File: src/rtl/amc_pkg.sv
package amc_pkg;
  typedef enum logic [1:0] {
    PH_IDLE   = 2'd0,
    PH_SETUP  = 2'd1,
    PH_STROBE = 2'd2,
    PH_HOLD   = 2'd3
  } phase_e;
endpackage

File: src/rtl/amc_rdy_sync.sv
module amc_rdy_sync #(
  parameter int STAGES = 2
) (
  input  logic clk_i,
  input  logic rst_ni,
  input  logic async_i,
  output logic sync_o
);
  logic [STAGES-1:0] q;

  for (genvar i = 0; i < STAGES; i++) begin : g_stage
    if (i == 0) begin : g_first
      always_ff @(posedge clk_i or negedge rst_ni) begin
        if (!rst_ni) q[0] <= 1'b0;
        else         q[0] <= async_i;
      end
    end else begin : g_next
      always_ff @(posedge clk_i or negedge rst_ni) begin
        if (!rst_ni) q[i] <= 1'b0;
        else         q[i] <= q[i-1];
      end
    end
  end

  assign sync_o = q[STAGES-1];
endmodule

File: src/rtl/amc_seq.sv
module amc_seq
  import amc_pkg::*;
#(
  parameter int SETUP_W     = 4,
  parameter int STROBE_W    = 6,
  parameter int HOLD_W      = 4,
  parameter int CNT_W       = 6,
  parameter int MIN_STRETCH = 4
) (
  input  logic                clk_i,
  input  logic                rst_ni,
  input  logic                req_i,
  input  logic                we_i,
  input  logic [SETUP_W-1:0]  rd_setup_i,
  input  logic [STROBE_W-1:0] rd_strobe_i,
  input  logic [HOLD_W-1:0]   rd_hold_i,
  input  logic [SETUP_W-1:0]  wr_setup_i,
  input  logic [STROBE_W-1:0] wr_strobe_i,
  input  logic [HOLD_W-1:0]   wr_hold_i,
  input  logic                rdy_i,
  output phase_e              phase_o,
  output logic                accept_o,
  output logic                strobe_done_o,
  output logic                hold_done_o
);
  localparam logic [CNT_W-1:0] ONE = CNT_W'(1);
  localparam logic [CNT_W:0]   STRETCH_MIN = (CNT_W+1)'(MIN_STRETCH);

  phase_e           ph_q, ph_d;
  logic [CNT_W-1:0] cnt_q, cnt_d;
  logic [CNT_W-1:0] s_sel, t_sel, h_sel;
  logic [CNT_W-1:0] s_q, t_q, h_q;
  logic [CNT_W:0]   st_sum;
  logic             str_en_q;
  logic             strobe_last;

  // effective lengths of the direction being requested, zero promoted to one
  always_comb begin
    s_sel = we_i ? CNT_W'(wr_setup_i)  : CNT_W'(rd_setup_i);
    t_sel = we_i ? CNT_W'(wr_strobe_i) : CNT_W'(rd_strobe_i);
    h_sel = we_i ? CNT_W'(wr_hold_i)   : CNT_W'(rd_hold_i);
    if (s_sel == '0) s_sel = ONE;
    if (t_sel == '0) t_sel = ONE;
    if (h_sel == '0) h_sel = ONE;
    st_sum = (CNT_W+1)'(s_sel) + (CNT_W+1)'(t_sel);
  end

  assign accept_o      = (ph_q == PH_IDLE) && req_i;
  assign strobe_last   = (ph_q == PH_STROBE) && (cnt_q >= t_q);
  assign strobe_done_o = strobe_last && (!str_en_q || rdy_i);
  assign hold_done_o   = (ph_q == PH_HOLD) && (cnt_q >= h_q);
  assign phase_o       = ph_q;

  always_comb begin
    ph_d  = ph_q;
    cnt_d = cnt_q;
    unique case (ph_q)
      PH_IDLE: begin
        if (req_i) begin
          ph_d  = PH_SETUP;
          cnt_d = ONE;
        end
      end
      PH_SETUP: begin
        if (cnt_q >= s_q) begin
          ph_d  = PH_STROBE;
          cnt_d = ONE;
        end else begin
          cnt_d = cnt_q + ONE;
        end
      end
      PH_STROBE: begin
        if (strobe_done_o) begin
          ph_d  = PH_HOLD;
          cnt_d = ONE;
        end else if (!strobe_last) begin
          cnt_d = cnt_q + ONE;
        end
      end
      PH_HOLD: begin
        if (hold_done_o) begin
          ph_d  = PH_IDLE;
          cnt_d = '0;
        end else begin
          cnt_d = cnt_q + ONE;
        end
      end
      default: begin
        ph_d  = PH_IDLE;
        cnt_d = '0;
      end
    endcase
  end

  always_ff @(posedge clk_i or negedge rst_ni) begin
    if (!rst_ni) begin
      ph_q     <= PH_IDLE;
      cnt_q    <= '0;
      s_q      <= ONE;
      t_q      <= ONE;
      h_q      <= ONE;
      str_en_q <= 1'b0;
    end else begin
      ph_q  <= ph_d;
      cnt_q <= cnt_d;
      if (accept_o) begin
        s_q      <= s_sel;
        t_q      <= t_sel;
        h_q      <= h_sel;
        str_en_q <= (st_sum >= STRETCH_MIN);
      end
    end
  end


  setup_len_chk: assert property (@(posedge clk_i) disable iff (!rst_ni)
    (ph_q == PH_SETUP && cnt_q < s_q) |=> (ph_q == PH_SETUP));


  hold_len_chk: assert property (@(posedge clk_i) disable iff (!rst_ni)
    (ph_q == PH_HOLD && cnt_q < h_q) |=> (ph_q == PH_HOLD));


  ready_stall_chk: assert property (@(posedge clk_i) disable iff (!rst_ni)
    (strobe_last && str_en_q && !rdy_i) |=> (ph_q == PH_STROBE));


  no_stall_chk: assert property (@(posedge clk_i) disable iff (!rst_ni)
    (strobe_last && !str_en_q) |=> (ph_q == PH_HOLD));
endmodule

File: src/rtl/amc_bus.sv
module amc_bus #(
  parameter int ADDR_W = 16,
  parameter int DATA_W = 16
) (
  input  logic              clk_i,
  input  logic              rst_ni,
  input  logic              accept_i,
  input  logic              busy_i,
  input  logic              strobe_done_i,
  input  logic              we_i,
  input  logic [ADDR_W-1:0] addr_i,
  input  logic [DATA_W-1:0] wdata_i,
  input  logic [DATA_W-1:0] mem_rdata_i,
  output logic [ADDR_W-1:0] addr_o,
  output logic [DATA_W-1:0] wdata_o,
  output logic              we_o,
  output logic [DATA_W-1:0] rdata_o
);
  logic [ADDR_W-1:0] addr_q;
  logic [DATA_W-1:0] wdata_q, rdata_q;
  logic              we_q;

  always_ff @(posedge clk_i or negedge rst_ni) begin
    if (!rst_ni) begin
      addr_q  <= '0;
      wdata_q <= '0;
      we_q    <= 1'b0;
      rdata_q <= '0;
    end else begin
      if (accept_i) begin
        addr_q  <= addr_i;
        wdata_q <= wdata_i;
        we_q    <= we_i;
      end
      if (strobe_done_i && !we_q) rdata_q <= mem_rdata_i;
    end
  end

  assign addr_o  = addr_q;
  assign wdata_o = wdata_q;
  assign we_o    = we_q;
  assign rdata_o = rdata_q;


  bus_stable_chk: assert property (@(posedge clk_i) disable iff (!rst_ni)
    (busy_i && $past(busy_i)) |-> ($stable(addr_q) && $stable(wdata_q) && $stable(we_q)));


  rdata_cap_chk: assert property (@(posedge clk_i) disable iff (!rst_ni)
    (strobe_done_i && !we_q) |=> (rdata_q == $past(mem_rdata_i)));
endmodule

File: src/rtl/async_mem_strobe_ctrl.sv
module async_mem_strobe_ctrl
  import amc_pkg::*;
#(
  parameter int ADDR_W      = 16,
  parameter int DATA_W      = 16,
  parameter int SETUP_W     = 4,
  parameter int STROBE_W    = 6,
  parameter int HOLD_W      = 4,
  parameter int SYNC_STAGES = 2,
  parameter int MIN_STRETCH = 4
) (
  input  logic                clk_i,
  input  logic                rst_ni,
  input  logic                req_i,
  input  logic                we_i,
  input  logic [ADDR_W-1:0]   addr_i,
  input  logic [DATA_W-1:0]   wdata_i,
  input  logic [SETUP_W-1:0]  rd_setup_i,
  input  logic [STROBE_W-1:0] rd_strobe_i,
  input  logic [HOLD_W-1:0]   rd_hold_i,
  input  logic [SETUP_W-1:0]  wr_setup_i,
  input  logic [STROBE_W-1:0] wr_strobe_i,
  input  logic [HOLD_W-1:0]   wr_hold_i,
  output logic                ack_o,
  output logic [DATA_W-1:0]   rdata_o,
  output logic                mem_ce_o,
  output logic                mem_re_o,
  output logic                mem_we_o,
  output logic [ADDR_W-1:0]   mem_addr_o,
  output logic [DATA_W-1:0]   mem_wdata_o,
  output logic                mem_wdata_oe_o,
  input  logic [DATA_W-1:0]   mem_rdata_i,
  input  logic                mem_rdy_i
);
  localparam int MAX_SH = (SETUP_W > HOLD_W) ? SETUP_W : HOLD_W;
  localparam int CNT_W  = (STROBE_W > MAX_SH) ? STROBE_W : MAX_SH;

  phase_e phase;
  logic   accept, strobe_done, hold_done, rdy_sync, we_q, busy;

  amc_rdy_sync #(.STAGES(SYNC_STAGES)) u_sync (
    .clk_i   (clk_i),
    .rst_ni  (rst_ni),
    .async_i (mem_rdy_i),
    .sync_o  (rdy_sync)
  );

  amc_seq #(
    .SETUP_W     (SETUP_W),
    .STROBE_W    (STROBE_W),
    .HOLD_W      (HOLD_W),
    .CNT_W       (CNT_W),
    .MIN_STRETCH (MIN_STRETCH)
  ) u_seq (
    .clk_i         (clk_i),
    .rst_ni        (rst_ni),
    .req_i         (req_i),
    .we_i          (we_i),
    .rd_setup_i    (rd_setup_i),
    .rd_strobe_i   (rd_strobe_i),
    .rd_hold_i     (rd_hold_i),
    .wr_setup_i    (wr_setup_i),
    .wr_strobe_i   (wr_strobe_i),
    .wr_hold_i     (wr_hold_i),
    .rdy_i         (rdy_sync),
    .phase_o       (phase),
    .accept_o      (accept),
    .strobe_done_o (strobe_done),
    .hold_done_o   (hold_done)
  );

  assign busy = (phase != PH_IDLE);

  amc_bus #(.ADDR_W(ADDR_W), .DATA_W(DATA_W)) u_bus (
    .clk_i         (clk_i),
    .rst_ni        (rst_ni),
    .accept_i      (accept),
    .busy_i        (busy),
    .strobe_done_i (strobe_done),
    .we_i          (we_i),
    .addr_i        (addr_i),
    .wdata_i       (wdata_i),
    .mem_rdata_i   (mem_rdata_i),
    .addr_o        (mem_addr_o),
    .wdata_o       (mem_wdata_o),
    .we_o          (we_q),
    .rdata_o       (rdata_o)
  );

  assign mem_ce_o       = busy;
  assign mem_re_o       = (phase == PH_STROBE) && !we_q;
  assign mem_we_o       = (phase == PH_STROBE) && we_q;
  assign mem_wdata_oe_o = busy && we_q;
  assign ack_o          = hold_done;


  ack_pulse_chk: assert property (@(posedge clk_i) disable iff (!rst_ni)
    ack_o |=> (!ack_o && !mem_ce_o));
endmodule

File: config.mk
export PLATFORM = sky130hd
export DESIGN_NAME = async_mem_strobe_ctrl
export DESIGN_NICKNAME = d
export VERILOG_FILES = /design/src/rtl/amc_pkg.sv /design/src/rtl/amc_rdy_sync.sv /design/src/rtl/amc_seq.sv /design/src/rtl/amc_bus.sv /design/src/rtl/async_mem_strobe_ctrl.sv
export SDC_FILE = /design/constraint.sdc
export NUM_CORES = 1
export LEC_CHECK = 0
export BUFFER_PORTS_ARGS = -buffer_cell sky130_fd_sc_hd__buf_4
export CAP_MARGIN = 30
export CELL_PAD_IN_SITES_DETAIL_PLACEMENT = 1
export CELL_PAD_IN_SITES_GLOBAL_PLACEMENT = 1
export CORE_UTILIZATION = 38
export CTS_CLUSTER_SIZE = 28
export DETAILED_ROUTE_END_ITERATION = 12
export GPL_TIMING_DRIVEN = 0
export PLACE_DENSITY = 0.84
export SLEW_MARGIN = 10
export SYNTH_ARGS = -nofsm -noshare
export SYNTH_HDL_FRONTEND = slang
export SYNTH_SLANG_ARGS = --single-unit
export TNS_END_PERCENT = 50
File: constraint.sdc
create_clock -name clk_i -period 2.46 [get_ports clk_i]
set_input_delay 0.246 -clock clk_i [delete_from_list [all_inputs] [get_ports clk_i]]
set_output_delay 0.246 -clock clk_i [all_outputs]
set_load 0.01 [all_outputs]
# Yosys cells after proc, flatten, opt, wreduce, memory -nomap -nowiden
# Index checks and enable logic that the tools add are counted.
# Widths: inputs -> output; s select.
[op_classes]
add_sub_neg = 2
magnitude_cmp = 4
n_eq_ne = 8
muxes = 17
n_reduce_logical = 18
[ops]
columns = ["cell", "count"]
rows = [
  ["$mux 6", 9],
  ["$pmux 6 s4", 1],
  ["$ge 6x6->1", 3],
  ["$logic_not 6->1", 3],
  ["$logic_and 1x1->1", 8],
  ["$mux 2", 4],
  ["$mux 4", 2],
  ["$pmux 2 s4", 1],
  ["$add 6x6->7", 1],
  ["$ge 7x3->1 const B", 1],
  ["$add 6x1->6 const B", 1],
  ["$eq 2x2->1 const B", 2],
  ["$ne 2x1->1 const B", 2],
  ["$ne 2x2->1 const B", 2],
  ["$reduce_and 4->1", 1],
  ["$ne 3x2->1 const B", 1],
  ["$eq 2x1->1 const B", 1],
  ["$logic_not 1->1", 2],
  ["$logic_not 2->1", 1],
  ["$reduce_and 2->1", 1],
  ["$reduce_bool 2->1", 1],
  ["$logic_or 1x1->1", 1],
]
[word_totals]
register_bits = 78
in_bits = 81
out_inout_bits = 53
word_cells = 61

# Longest topological paths before layout
# Gate-level depths: netlist (run 1).
[logic_depth]
ltp_word = 5
depth_mapped = 10
ltp_nobuf = 9

# Cells and area by module
# From an unflattened synthesis (run 1), not the netlist that was laid out.
[hier_totals]
hier_cells = 298
area_unflattened_um2 = 3687.3
[by_module_without_submodules]
columns = ["module", "n_inst", "cells_each", "area_per_inst_um2", "seq_area_each_um2"]
rows = [
  ["amc_bus", 1, 105, 1869.3, 1226.2],
  ["amc_seq", 1, 187, 1732.9, 579.3],
  ["amc_rdy_sync", 1, 2, 50.0, 50.0],
  ["async_mem_strobe_ctrl", 1, 4, 35.0, 0.0],
]

# Worst setup path after synthesis (run 1)
# OpenSTA, ideal clock, no wires.
[synth_path]
path_kind = "input to register"
startpoint = "input port we_i"
endpoint = "register u_seq.str_en_q"
setup_time_ns = 0.118
arrival_ns = 1.986
required_ns = 2.342
setup_slack_ns = 0.355
cell_stages = 9
n_path_buf = 1
path_cell_list = "buf_2 -> mux2_2 -> o41ai_1 -> ha_1 -> fa_1 -> nand3_1 -> o21ai_0 -> a21oi_1 -> a21o_1"
[synth_via]
elab_chain_cells = 5
word_cells_on_any_way = 8
cone_classes = "1 x add/sub; 1 x order compare; 4 x mux; 2 x reduce/logical"
[synth_rtl]
columns = ["element", "line_no", "rtl"]
rows = [
  ["start, declared", "async_mem_strobe_ctrl.sv:15", "input logic we_i,"],
  ["$mux 6 *", "amc_seq.sv:40", "t_sel = we_i ? CNT_W'(wr_strobe_i) : CNT_W'(rd_strobe_i);"],
  ["$logic_not 6->1", "amc_seq.sv:43", "if (t_sel == '0) t_sel = ONE;"],
  ["$mux 6 *", "amc_seq.sv:43", ""],
  ["net u_seq.t_sel[2]", "amc_seq.sv:31", "logic [CNT_W-1:0] s_sel, t_sel, h_sel;"],
  ["$add 6x6->7 *", "amc_seq.sv:45", "st_sum = (CNT_W+1)'(s_sel) + (CNT_W+1)'(t_sel);"],
  ["$ge 7x3->1 *", "amc_seq.sv:110", "str_en_q <= (st_sum >= STRETCH_MIN);"],
  ["end signal, assigned", "amc_seq.sv:110", ""],
  ["end, declared", "amc_seq.sv:34", "logic str_en_q;"],
]
# The timed path passes the listed nets; every way through them passes the cells marked *.
# A chain may end at the register's enable or synchronous reset.

# Worst setup path after layout (run 1)
[layout_path]
startpoint = "register u_seq.cnt_q[0]"
endpoint = "output port ack_o"
[layout_via]
elab_chain_cells = 2
[layout_rtl]
columns = ["element", "line_no", "rtl"]
rows = [
  ["start, declared", "amc_seq.sv:30", "logic [CNT_W-1:0] cnt_q, cnt_d;"],
  ["start signal, assigned", "amc_seq.sv:105", "cnt_q <= cnt_d;"],
  ["$ge 6x6->1", "amc_seq.sv:51", "assign hold_done_o = (ph_q == PH_HOLD) && (cnt_q >= h_q);"],
  ["$logic_and 1x1->1", "amc_seq.sv:51", ""],
  ["end, declared", "async_mem_strobe_ctrl.sv:24", "output logic ack_o,"],
]
# No other way between the ends.

==> impl_metrics.py, run 1 <==
metrics = {
    "outcome": {
        "status": "finished, final reports clean",
    },
    "worst_hold_path": {
        "hold_class": "input port to flip-flop",
    },
    "global_routing": {
        "gr-usage-met1": 0.220,
        "grt_pass1_wl_um": 15500,
        "met2_usage": 0.373,
        "grt_remaining_overflow": 0,
        "grt_usage": 0.201,
        "grt_antenna_before_repair": 0,
        "busiest_layer": "met2",
        "use_met3": 0.0599,
        "grt_pass1_vias": 3167,
        "grt_max_degree": 75,
    },
    "synthesis": {
        "ys_async_sr_fraction": 1.00,
        "syn_nets": 406,
        "syn_avg_cell_area_um2": 12.1,
        "netlist.area_leader.share": 0.486,
        "synth_seq_cells": 74,
        "synth_edf_count": 0,
        "synth_area_leaders": "dfrtp_1 (49%), mux2_2 (13%), ha_1 (7.9%)",
        "synth_area_um2": 3650,
        "synthesis.instances": 301,
        "synth.distinct_cells": 43,
        "synth_top_area_cell": "dfrtp_1",
        "synth_warnings": 0,
        "ys_seq_area_frac": 0.508,
        "synth-main-ff-cell": "dfrtp_1",
    },
    "placement": {
        "dp_hpwl_um": 7310,
        "place_area_um2": 4800,
        "port_buffers": 132,
        "gp_congestion": 0.827,
    },
    "die": {
        "io_pins": 134,
        "die_y_um": 100,
        "die_area_um2": 10000,
        "rows": 35,
        "core_um2": 9280,
        "start_util": 0.393,
        "die_x_um": 100,
    },
    "cells_and_area": {
        "area_growth_pct": 39.5,
        "drive_gt1_frac": 0.478,
        "nFillCells": 1029,
        "antenna_cells": 0,
        "final_area_um2": 5090,
        "final_cell_mix": "buf_4 (132), dfrtp_1 (71), mux2_2 (43), inv_1 (24), ha_1 (23)",
        "post-route-util": 0.549,
        "final_common_cell": "buf_4",
        "nNetsFinal": 552,
    },
    "cts": {
        "root_buffer": "clkbuf_8",
        "cts_buffer_depth": 2,
        "h-tree-depth": 3,
        "clkTransAtPathRegs_ns": 0.08,
        "cts_tree": "done",
        "cts.sinks": 74,
        "clk_latency_ns": 0.35,
        "post_cts.repair.setup_buffers": 0,
        "cts_buffers": 9,
    },
    "timing": {
        "setup_viol": 0,
        "fmaxAchievable_mhz": 434,
        "hold_viol": 0,
        "period_minus_slack_ns": 2.30,
        "timing.final.max_slew_violations": 0,
        "rsz0062_at_grt": "false",
        "maxSlewHeadroom": 0.623,
        "worst_pin_slew_ns": 0.565,
        "fin_crit_sh": 0.936,
        "clock_skew_ns": 0.00959,
        "setup-tns-final_ns": 0,
    },
    "detailed_routing": {
        "drc": 0,
        "drtIter0Drc": 49,
        "drtPass1Iterations": 4,
        "post_drt_wl_per_cell_um": 16.2,
        "final_antenna_net_count": 0,
        "routed_wl_um": 9430,
        "vias": 2858,
        "routed_via_density": 4.92,
    },
    "critical_path": {
        "arrival_ns": 2.06,
        "start_kind": "flip-flop",
        "required_ns": 2.21,
        "end_kind": "primary output",
        "crit_fanout": 5,
        "crit_type": "flip-flop to primary output",
    },
    "power": {
        "pwr-share-seq": 0.361,
        "p_int_w": 0.00393,
        "switching_share": 0.348,
        "p_total_w": 0.00603,
        "comb_power_share": 0.459,
        "p_leak_nw": 2.52,
        "p_sw_w": 0.00210,
        "cellPowerDensity_nw_per_um2": 1180,
        "peakVddDrop_v": 0.000524,
        "pwr-share-clk": 0.180,
    },
    "flow_run": {
        "drv_cap": 0,
    },
}
## cells in the mapped netlist (all sizes together) (3+ instances only)
| cell type | number |
|---|---|
| a21oi | 9 |
| mux2 | 53 |
| dfstp | 3 |
| mux2i | 12 |
| clkbuf | 3 |
| o31ai | 4 |
| o21ai | 19 |
| nor2 | 9 |
| nand3 | 4 |
| nand2 | 22 |
| or3 | 3 |
| inv | 25 |
| o211ai | 5 |
| dfrtp | 71 |
| ha | 23 |
| nor3 | 5 |
| buf | 7 |
| nor2b | 3 |
## flip-flops by register name, summed over array words and instances, names as in the netlist
register and count:
u_seq.t_q 6, u_bus.wdata_o 16, u_seq.cnt_q 6, u_seq.h_q 4
u_seq.str_en_q 1, u_seq.phase_o 2, u_bus.we_o 1, u_bus.rdata_o 16
u_sync.q 1, u_sync.sync_o 1, u_seq.s_q 4, u_bus.addr_o 16
## final cells by class
class,count,area (um2),share of cell area
Inverter,25,93.8,0.0184
Timing Repair Buffer,135,1040,0.204
Clock buffer,12,155,0.0305
Multi-Input combinational cell,192,1660,0.325
Clock inverter,4,73.8,0.0145
Buffer,10,58.8,0.0115
Sequential cell,74,1860,0.364
Tap cell,129,161,0.0317
## layer usage
metal | routed length, um | share of wire
met1 | 3610 | 0.38
met2 | 5160 | 0.55
met3 | 520 | 0.055
met4 | 144 | 0.015
met5 | 0 | 0
## timing repair
item	in CTS	in global routing
hold buffers	1	1
endpoints found under the hold margin	1	26
resized for setup	0	4
setup endpoints to repair	0	14
## critical path: stages, from the launching register on
cell      delay (ns)
dfrtp_1         0.44
inv_2           0.10
ha_1            0.27
nand2b_1        0.14
a211oi_1        0.30
o21ai_0         0.12
and2_1          0.18
buf_4           0.15
## per-stage QoR
step	worst slack (ns)	hold WS, ns	std cells
floorplan	0.355	-0.0496	301
global placement	0.158	0.332	562
detailed placement	0.0692	0.341	562
CTS	0.0565	0.0814	579
global route	0.0331	0.100	581
finish	0.158	0.120	581
## power groups by stage
| stage | logic, W | registers [W] | clock network (W) |
|---|---|---|---|
| after floorplan | 0.00138 | 0.00231 | 0 |
| after global placement | 0.00262 | 0.00215 | 0 |
| after detailed placement | 0.00276 | 0.00220 | 0 |
| after CTS | 0.00279 | 0.00218 | 0.00111 |
| after global routing | 0.00304 | 0.00225 | 0.00115 |
| final | 0.00277 | 0.00218 | 0.00108 |
## logic make-up after synthesis
logic type,synth area share
compound gates,0.0922
fa+ha+maj,0.0843
buf+inv,0.0418
flops,0.508
mux,0.207
simple gates,0.0671
## final timing paths
check,start,to,slack (ns),cells after the start
setup / recovery,u_seq.cnt_q[0],ack_o,0.16,7
hold / removal,mem_rdata_i[11],u_bus.rdata_o[11],0.12,2
setup reg to reg,u_seq.cnt_q[0],u_seq.phase_o[0],0.18,8
hold reg to reg,u_sync.q[0],u_sync.sync_o,0.36,0
max in group asynchronous,rst_ni,u_seq.h_q[0],1.47,3
min in group asynchronous,rst_ni,u_bus.rdata_o[2],0.36,2
Power figures use the tool's default switching activity.
==> inputs of run 2 (changes only) <==
--- a/config.mk
+++ b/config.mk
@@ -9,11 +9,11 @@
 export CAP_MARGIN = 30
 export CELL_PAD_IN_SITES_DETAIL_PLACEMENT = 1
 export CELL_PAD_IN_SITES_GLOBAL_PLACEMENT = 1
-export CORE_UTILIZATION = 38
+export CORE_UTILIZATION = 34
 export CTS_CLUSTER_SIZE = 28
 export DETAILED_ROUTE_END_ITERATION = 12
 export GPL_TIMING_DRIVEN = 0
-export PLACE_DENSITY = 0.84
+export PLACE_DENSITY = 0.77
 export SLEW_MARGIN = 10
 export SYNTH_ARGS = -nofsm -noshare
 export SYNTH_HDL_FRONTEND = slang
==> run 2 against run 1 <==
Utilization fell by 6.0 points. Register-to-register slack improved by 0.02 ns. Final area fell by 0.54%. Critical path depth did not move. Combinational power barely moved. Wire length fell by 5.9%. Clock skew barely moved. Largest cell class unchanged. Non-clock buffer count did not move.
==> impl_metrics.py, run 2 (synthesized netlist as in run 1, its figures left out) <==
metrics = {
    "outcome": {
        "status": "finished, final reports clean",
    },
    "detailed_routing": {
        "routed_via_density": 4.80,
        "vias": 2820,
        "final_antenna_net_count": 0,
        "routed_wl_um": 8870,
        "drtIter0Drc": 67,
        "drtPass1Iterations": 4,
        "drc": 0,
        "post_drt_wl_per_cell_um": 15.1,
    },
    "global_routing": {
        "grt_pass1_vias": 3160,
        "grt_usage": 0.169,
        "grt_antenna_before_repair": 0,
        "grt_remaining_overflow": 0,
        "grt_max_degree": 75,
        "grt_pass1_wl_um": 14800,
    },
    "placement": {
        "port_buffers": 132,
        "place_area_um2": 4810,
        "dp_hpwl_um": 6890,
        "gp_congestion": 0.829,
    },
    "cts": {
        "clk_latency_ns": 0.34,
        "h-tree-depth": 3,
        "clkTransAtPathRegs_ns": 0.07,
        "cts_buffers": 9,
        "cts_tree": "done",
        "root_buffer": "clkbuf_8",
        "post_cts.repair.setup_buffers": 0,
        "cts.sinks": 74,
        "cts_buffer_depth": 2,
    },
    "die": {
        "rows": 37,
        "core_um2": 10400,
        "die_x_um": 106,
        "die_y_um": 106,
        "die_area_um2": 11200,
        "start_util": 0.352,
        "io_pins": 134,
    },
    "power": {
        "p_leak_nw": 2.50,
        "peakVddDrop_v": 0.000619,
        "p_total_w": 0.00583,
        "cellPowerDensity_nw_per_um2": 1150,
    },
    "timing": {
        "rsz0062_at_grt": "false",
        "setup_viol": 0,
        "fmaxAchievable_mhz": 443,
        "fin_crit_sh": 0.918,
        "clock_skew_ns": 0.0100,
        "timing.final.max_slew_violations": 0,
        "period_minus_slack_ns": 2.26,
        "maxSlewHeadroom": 0.620,
        "setup-tns-final_ns": 0,
        "worst_pin_slew_ns": 0.569,
        "hold_viol": 0,
    },
    "cells_and_area": {
        "nNetsFinal": 552,
        "final_area_um2": 5070,
        "area_growth_pct": 38.7,
        "nFillCells": 1166,
        "antenna_cells": 0,
        "final_common_cell": "buf_4",
        "post-route-util": 0.489,
        "drive_gt1_frac": 0.478,
        "final_cell_mix": "buf_4 (132), dfrtp_1 (71), mux2_2 (43), inv_1 (24), ha_1 (23)",
    },
    "critical_path": {
        "end_kind": "primary output",
        "crit_fanout": 5,
        "arrival_ns": 2.01,
        "start_kind": "flip-flop",
        "required_ns": 2.21,
        "crit_type": "flip-flop to primary output",
    },
    "worst_hold_path": {
        "hold_class": "input port to flip-flop",
    },
    "flow_run": {
        "drv_cap": 0,
    },
}
## run 2: final cells by class
| type | count | area, um2 | share of cell area |
|---|---|---|---|
| timing repair buffer | 135 | 1030 | 0.203 |
| sequential | 74 | 1860 | 0.366 |
| multi-input combinational | 192 | 1670 | 0.329 |
| inverter | 25 | 93.8 | 0.0185 |
| clock inverter | 3 | 40.0 | 0.00790 |
| tap | 136 | 170 | 0.0336 |
| clock buffer | 13 | 149 | 0.0294 |
| buffer | 10 | 58.8 | 0.0116 |
## run 2: path summary, 6_finish.rpt
| path | end | startpoint | depth (start not counted) | slack, ns |
|---|---|---|---|---|
| worst max-delay path | ack_o | u_seq.cnt_q[0] | 7 | 0.20 |
| worst min-delay path | u_bus.rdata_o[14] | mem_rdata_i[14] | 2 | 0.13 |
| worst max register to register | u_seq.phase_o[0] | u_seq.cnt_q[0] | 8 | 0.20 |
| worst min register to register | u_sync.sync_o | u_sync.q[0] | 0 | 0.35 |
| max in group asynchronous | u_seq.h_q[0] | rst_ni | 3 | 1.43 |
| min in group asynchronous | u_seq.t_q[4] | rst_ni | 2 | 0.40 |
## run 2: critical path: stages (launching register included)
cell	delay (ns)
dfrtp_1	0.43
inv_2	0.12
ha_1	0.23
nand2b_1	0.16
a211oi_2	0.25
o21ai_0	0.12
and2_1	0.20
buf_4	0.15
## run 2: per-stage QoR
step / cells / hold WS (ns) / setup slack, ns
final: 588 / 0.130 / 0.202
after global routing: 588 / 0.110 / 0.0253
after CTS: 586 / 0.0713 / 0.0707
after detailed placement: 569 / 0.336 / 0.0231
after global placement: 569 / 0.332 / 0.0917
after floorplan: 301 / -0.0496 / 0.355
## run 2: timing repair
action | CTS | global route
gates resized for setup | 0 | 6
hold buffers | 1 | 1
endpoints found under the setup margin | 0 | 14
hold endpoints to repair | 1 | 33
## run 2: power breakdown
group	leakage (nW)	internal, W	switching (W)
combinational	1.52	0.00149	0.00126
clock	0.0974	0.000494	0.000420
sequential	0.883	0.00182	0.000350
## run 2: metal layers
metal	part of all wire	up-vias	track usage	routed length, um
met4	0.0079	0	0.0476	70
li1	-	1348	-	-
met3	0.066	6	0.0563	586
met1	0.40	1382	0.193	3560
met2	0.52	84	0.298	4650
met5	0	-	0	0
==> inputs of run 3 (changes only) <==
==> constraint.sdc (replaced) <==
create_clock -name clk_i -period 2.15 [get_ports clk_i]
set_input_delay 0.215 -clock clk_i [delete_from_list [all_inputs] [get_ports clk_i]]
set_output_delay 0.215 -clock clk_i [all_outputs]
set_load 0.01 [all_outputs]
==> run 3 against run 2 <==
The run now ends with setup timing left. Final area rose by 4.0%. First-iteration DRC count rose by 3.0%. Wire length increased by 4.5%. Flip-flop and latch count did not move. Largest cell class unchanged.
==> impl_metrics.py, run 3 (synthesized netlist as in run 1, its figures left out) <==
metrics = {
    "outcome": {
        "status": "finished, violations left",
        "violations": "setup timing",
    },
    "cts": {
        "cts.sinks": 74,
        "cts_buffers": 9,
        "root_buffer": "clkbuf_8",
        "clk_latency_ns": 0.35,
        "clkTransAtPathRegs_ns": 0.07,
        "h-tree-depth": 3,
        "cts_buffer_depth": 2,
        "cts_tree": "done",
    },
    "cells_and_area": {
        "final_common_cell": "buf_4",
        "nNetsFinal": 563,
        "final_area_um2": 5270,
        "multi_input_area_um2": 1780,
        "regArea_um2": 1860,
        "area_growth_pct": 44.4,
        "nFillCells": 1149,
        "post-route-util": 0.508,
        "drive_gt1_frac": 0.531,
        "antenna_cells": 0,
        "final_cell_mix": "buf_4 (144), dfrtp_1 (66), mux2_2 (42), inv_1 (24), nand2_1 (21)",
    },
    "power": {
        "cellPowerDensity_nw_per_um2": 1340,
        "peakVddDrop_v": 0.000710,
        "p_leak_nw": 2.57,
    },
    "global_routing": {
        "grt_pass1_wl_um": 15000,
        "grt_pass1_vias": 3177,
        "grt_max_degree": 75,
        "grt_remaining_overflow": 0,
        "grt_usage": 0.171,
        "grt_antenna_before_repair": 0,
    },
    "placement": {
        "port_buffers": 132,
        "dp_hpwl_um": 6890,
        "gp_congestion": 0.829,
        "place_area_um2": 4810,
    },
    "detailed_routing": {
        "drtIter0Drc": 69,
        "routed_via_density": 4.81,
        "maxUsedRoutingLayer": "met4",
        "wl_met1_um": 3670,
        "wl_met3_um": 581,
        "post_drt_wl_per_cell_um": 15.5,
        "drc": 0,
        "drtPass1Iterations": 5,
        "wl_met2_um": 4930,
        "final_antenna_net_count": 0,
        "routed_wl_um": 9270,
        "vias": 2880,
    },
    "critical_path": {
        "critPathSlowestCell": "dfrtp_1",
        "crit_chain": "inv_2, ha_4, nand2b_4, a211oi_4, o211ai_1, o31ai_4, nor3_2, mux2_4",
        "r2r_start": "u_seq.cnt_q[0]",
        "end_kind": "flip-flop",
        "rr_worst_depth": 8,
        "cpPeakStageDelay_ns": 0.39,
        "arrival_ns": 2.39,
        "crit_type": "flip-flop to flip-flop",
        "regToRegSetupSlack_ns": -0.003,
        "r2r-end": "u_seq.phase_o[1]",
        "required_ns": 2.38,
        "crit_fanout": 5,
        "start_kind": "flip-flop",
    },
    "worst_hold_path": {
        "whs_path_depth": 2,
        "hold_class": "input port to flip-flop",
        "holdPathEnd": "u_bus.rdata_o[14]",
        "worstHoldStart": "mem_rdata_i[14]",
    },
    "timing": {
        "worst_pin_slew_ns": 0.468,
        "setup-tns-final_ns": -0.00326,
        "fin_ws_ns": -0.00326,
        "period_minus_slack_ns": 2.15,
        "fin_crit_sh": 1.00,
        "rsz0062_at_grt": "true",
        "hold_viol": 0,
        "clock_skew_ns": 0.0102,
        "timing.final.max_slew_violations": 0,
        "maxSlewHeadroom": 0.688,
        "fmaxAchievable_mhz": 464,
        "setup_viol": 1,
    },
    "flow_run": {
        "drv_cap": 0,
    },
    "die": {
        "io_pins": 134,
        "start_util": 0.352,
        "core_um2": 10400,
        "die_y_um": 106,
        "die_x_um": 106,
        "die_area_um2": 11200,
        "rows": 37,
    },
}
==> run 3: area by class of cell <==
class                           count  area share
Timing Repair Buffer              147       0.213
Sequential cell                    74       0.353
Clock buffer                       13      0.0282
Buffer                              9      0.0107
Tap cell                          136      0.0323
Multi-Input combinational cell    192       0.338
Clock inverter                      3     0.00759
Inverter                           25      0.0178
==> run 3: through the flow <==
| stage | hold WS, ns | std cells | power, W | setup WS, ns |
|---|---|---|---|---|
| after global placement | 0.325 | 569 | 0.00547 | -0.187 |
| after detailed placement | 0.326 | 569 | 0.00563 | -0.256 |
| after CTS | 0.0407 | 588 | 0.00685 | -0.0135 |
| after global routing | 0.0796 | 599 | 0.00759 | -0.151 |
| after floorplan | -0.0806 | 301 | 0.00422 | 0.0764 |
| final | 0.0947 | 599 | 0.00706 | -0.00326 |
==> run 3: worst max-delay path by stage <==
| stage | from | slack [ns] | depth (start not counted) | end |
|---|---|---|---|---|
| 2_1_floorplan | we_i | 0.08 | 9 | u_seq.str_en_q |
| 3_3_place_gp | we_i | -0.19 | 9 | u_seq.str_en_q |
| 3_5_place_dp | we_i | -0.26 | 9 | u_seq.str_en_q |
| 4_1_cts | u_seq.h_q[0] | -0.01 | 6 | ack_o |
| 5_1_grt | u_seq.cnt_q[0] | -0.15 | 8 | u_seq.phase_o[1] |
| 6_report | u_seq.cnt_q[0] | -0.003 | 8 | u_seq.phase_o[1] |
==> run 3: worst max-delay path, delay by kind of cell (launching register included) <==
kind,cells,cell delay [ns]
AO/OA/AOI/OAI,3,0.57
adder cells (fa/ha/maj),1,0.26
AND/OR/NAND/NOR,2,0.40
flip-flops,1,0.39
multiplexers,1,0.33
buffers and inverters,1,0.09
==> run 3: power breakdown <==
group	switching (W)	leakage (nW)	internal, W
clock network	0.000486	0.0974	0.000566
registers	0.000398	0.875	0.00208
logic	0.00158	1.60	0.00194
total	0.00247	2.57	0.00459
==> run 3: metal layers <==
layer,up-vias,GRT usage
met1,1418,0.198
met5,-,0
li1,1369,-
met4,0,0.0476
met2,85,0.301
met3,8,0.0550
==> run 3: timing repair <==
action,CTS,global route
buffers inserted,2,10
pin swaps,3,6
hold endpoints to repair,1,33
gates cloned,0,0
endpoints found under the setup margin,24,47
hold buffers,1,1
resized for setup,16,17
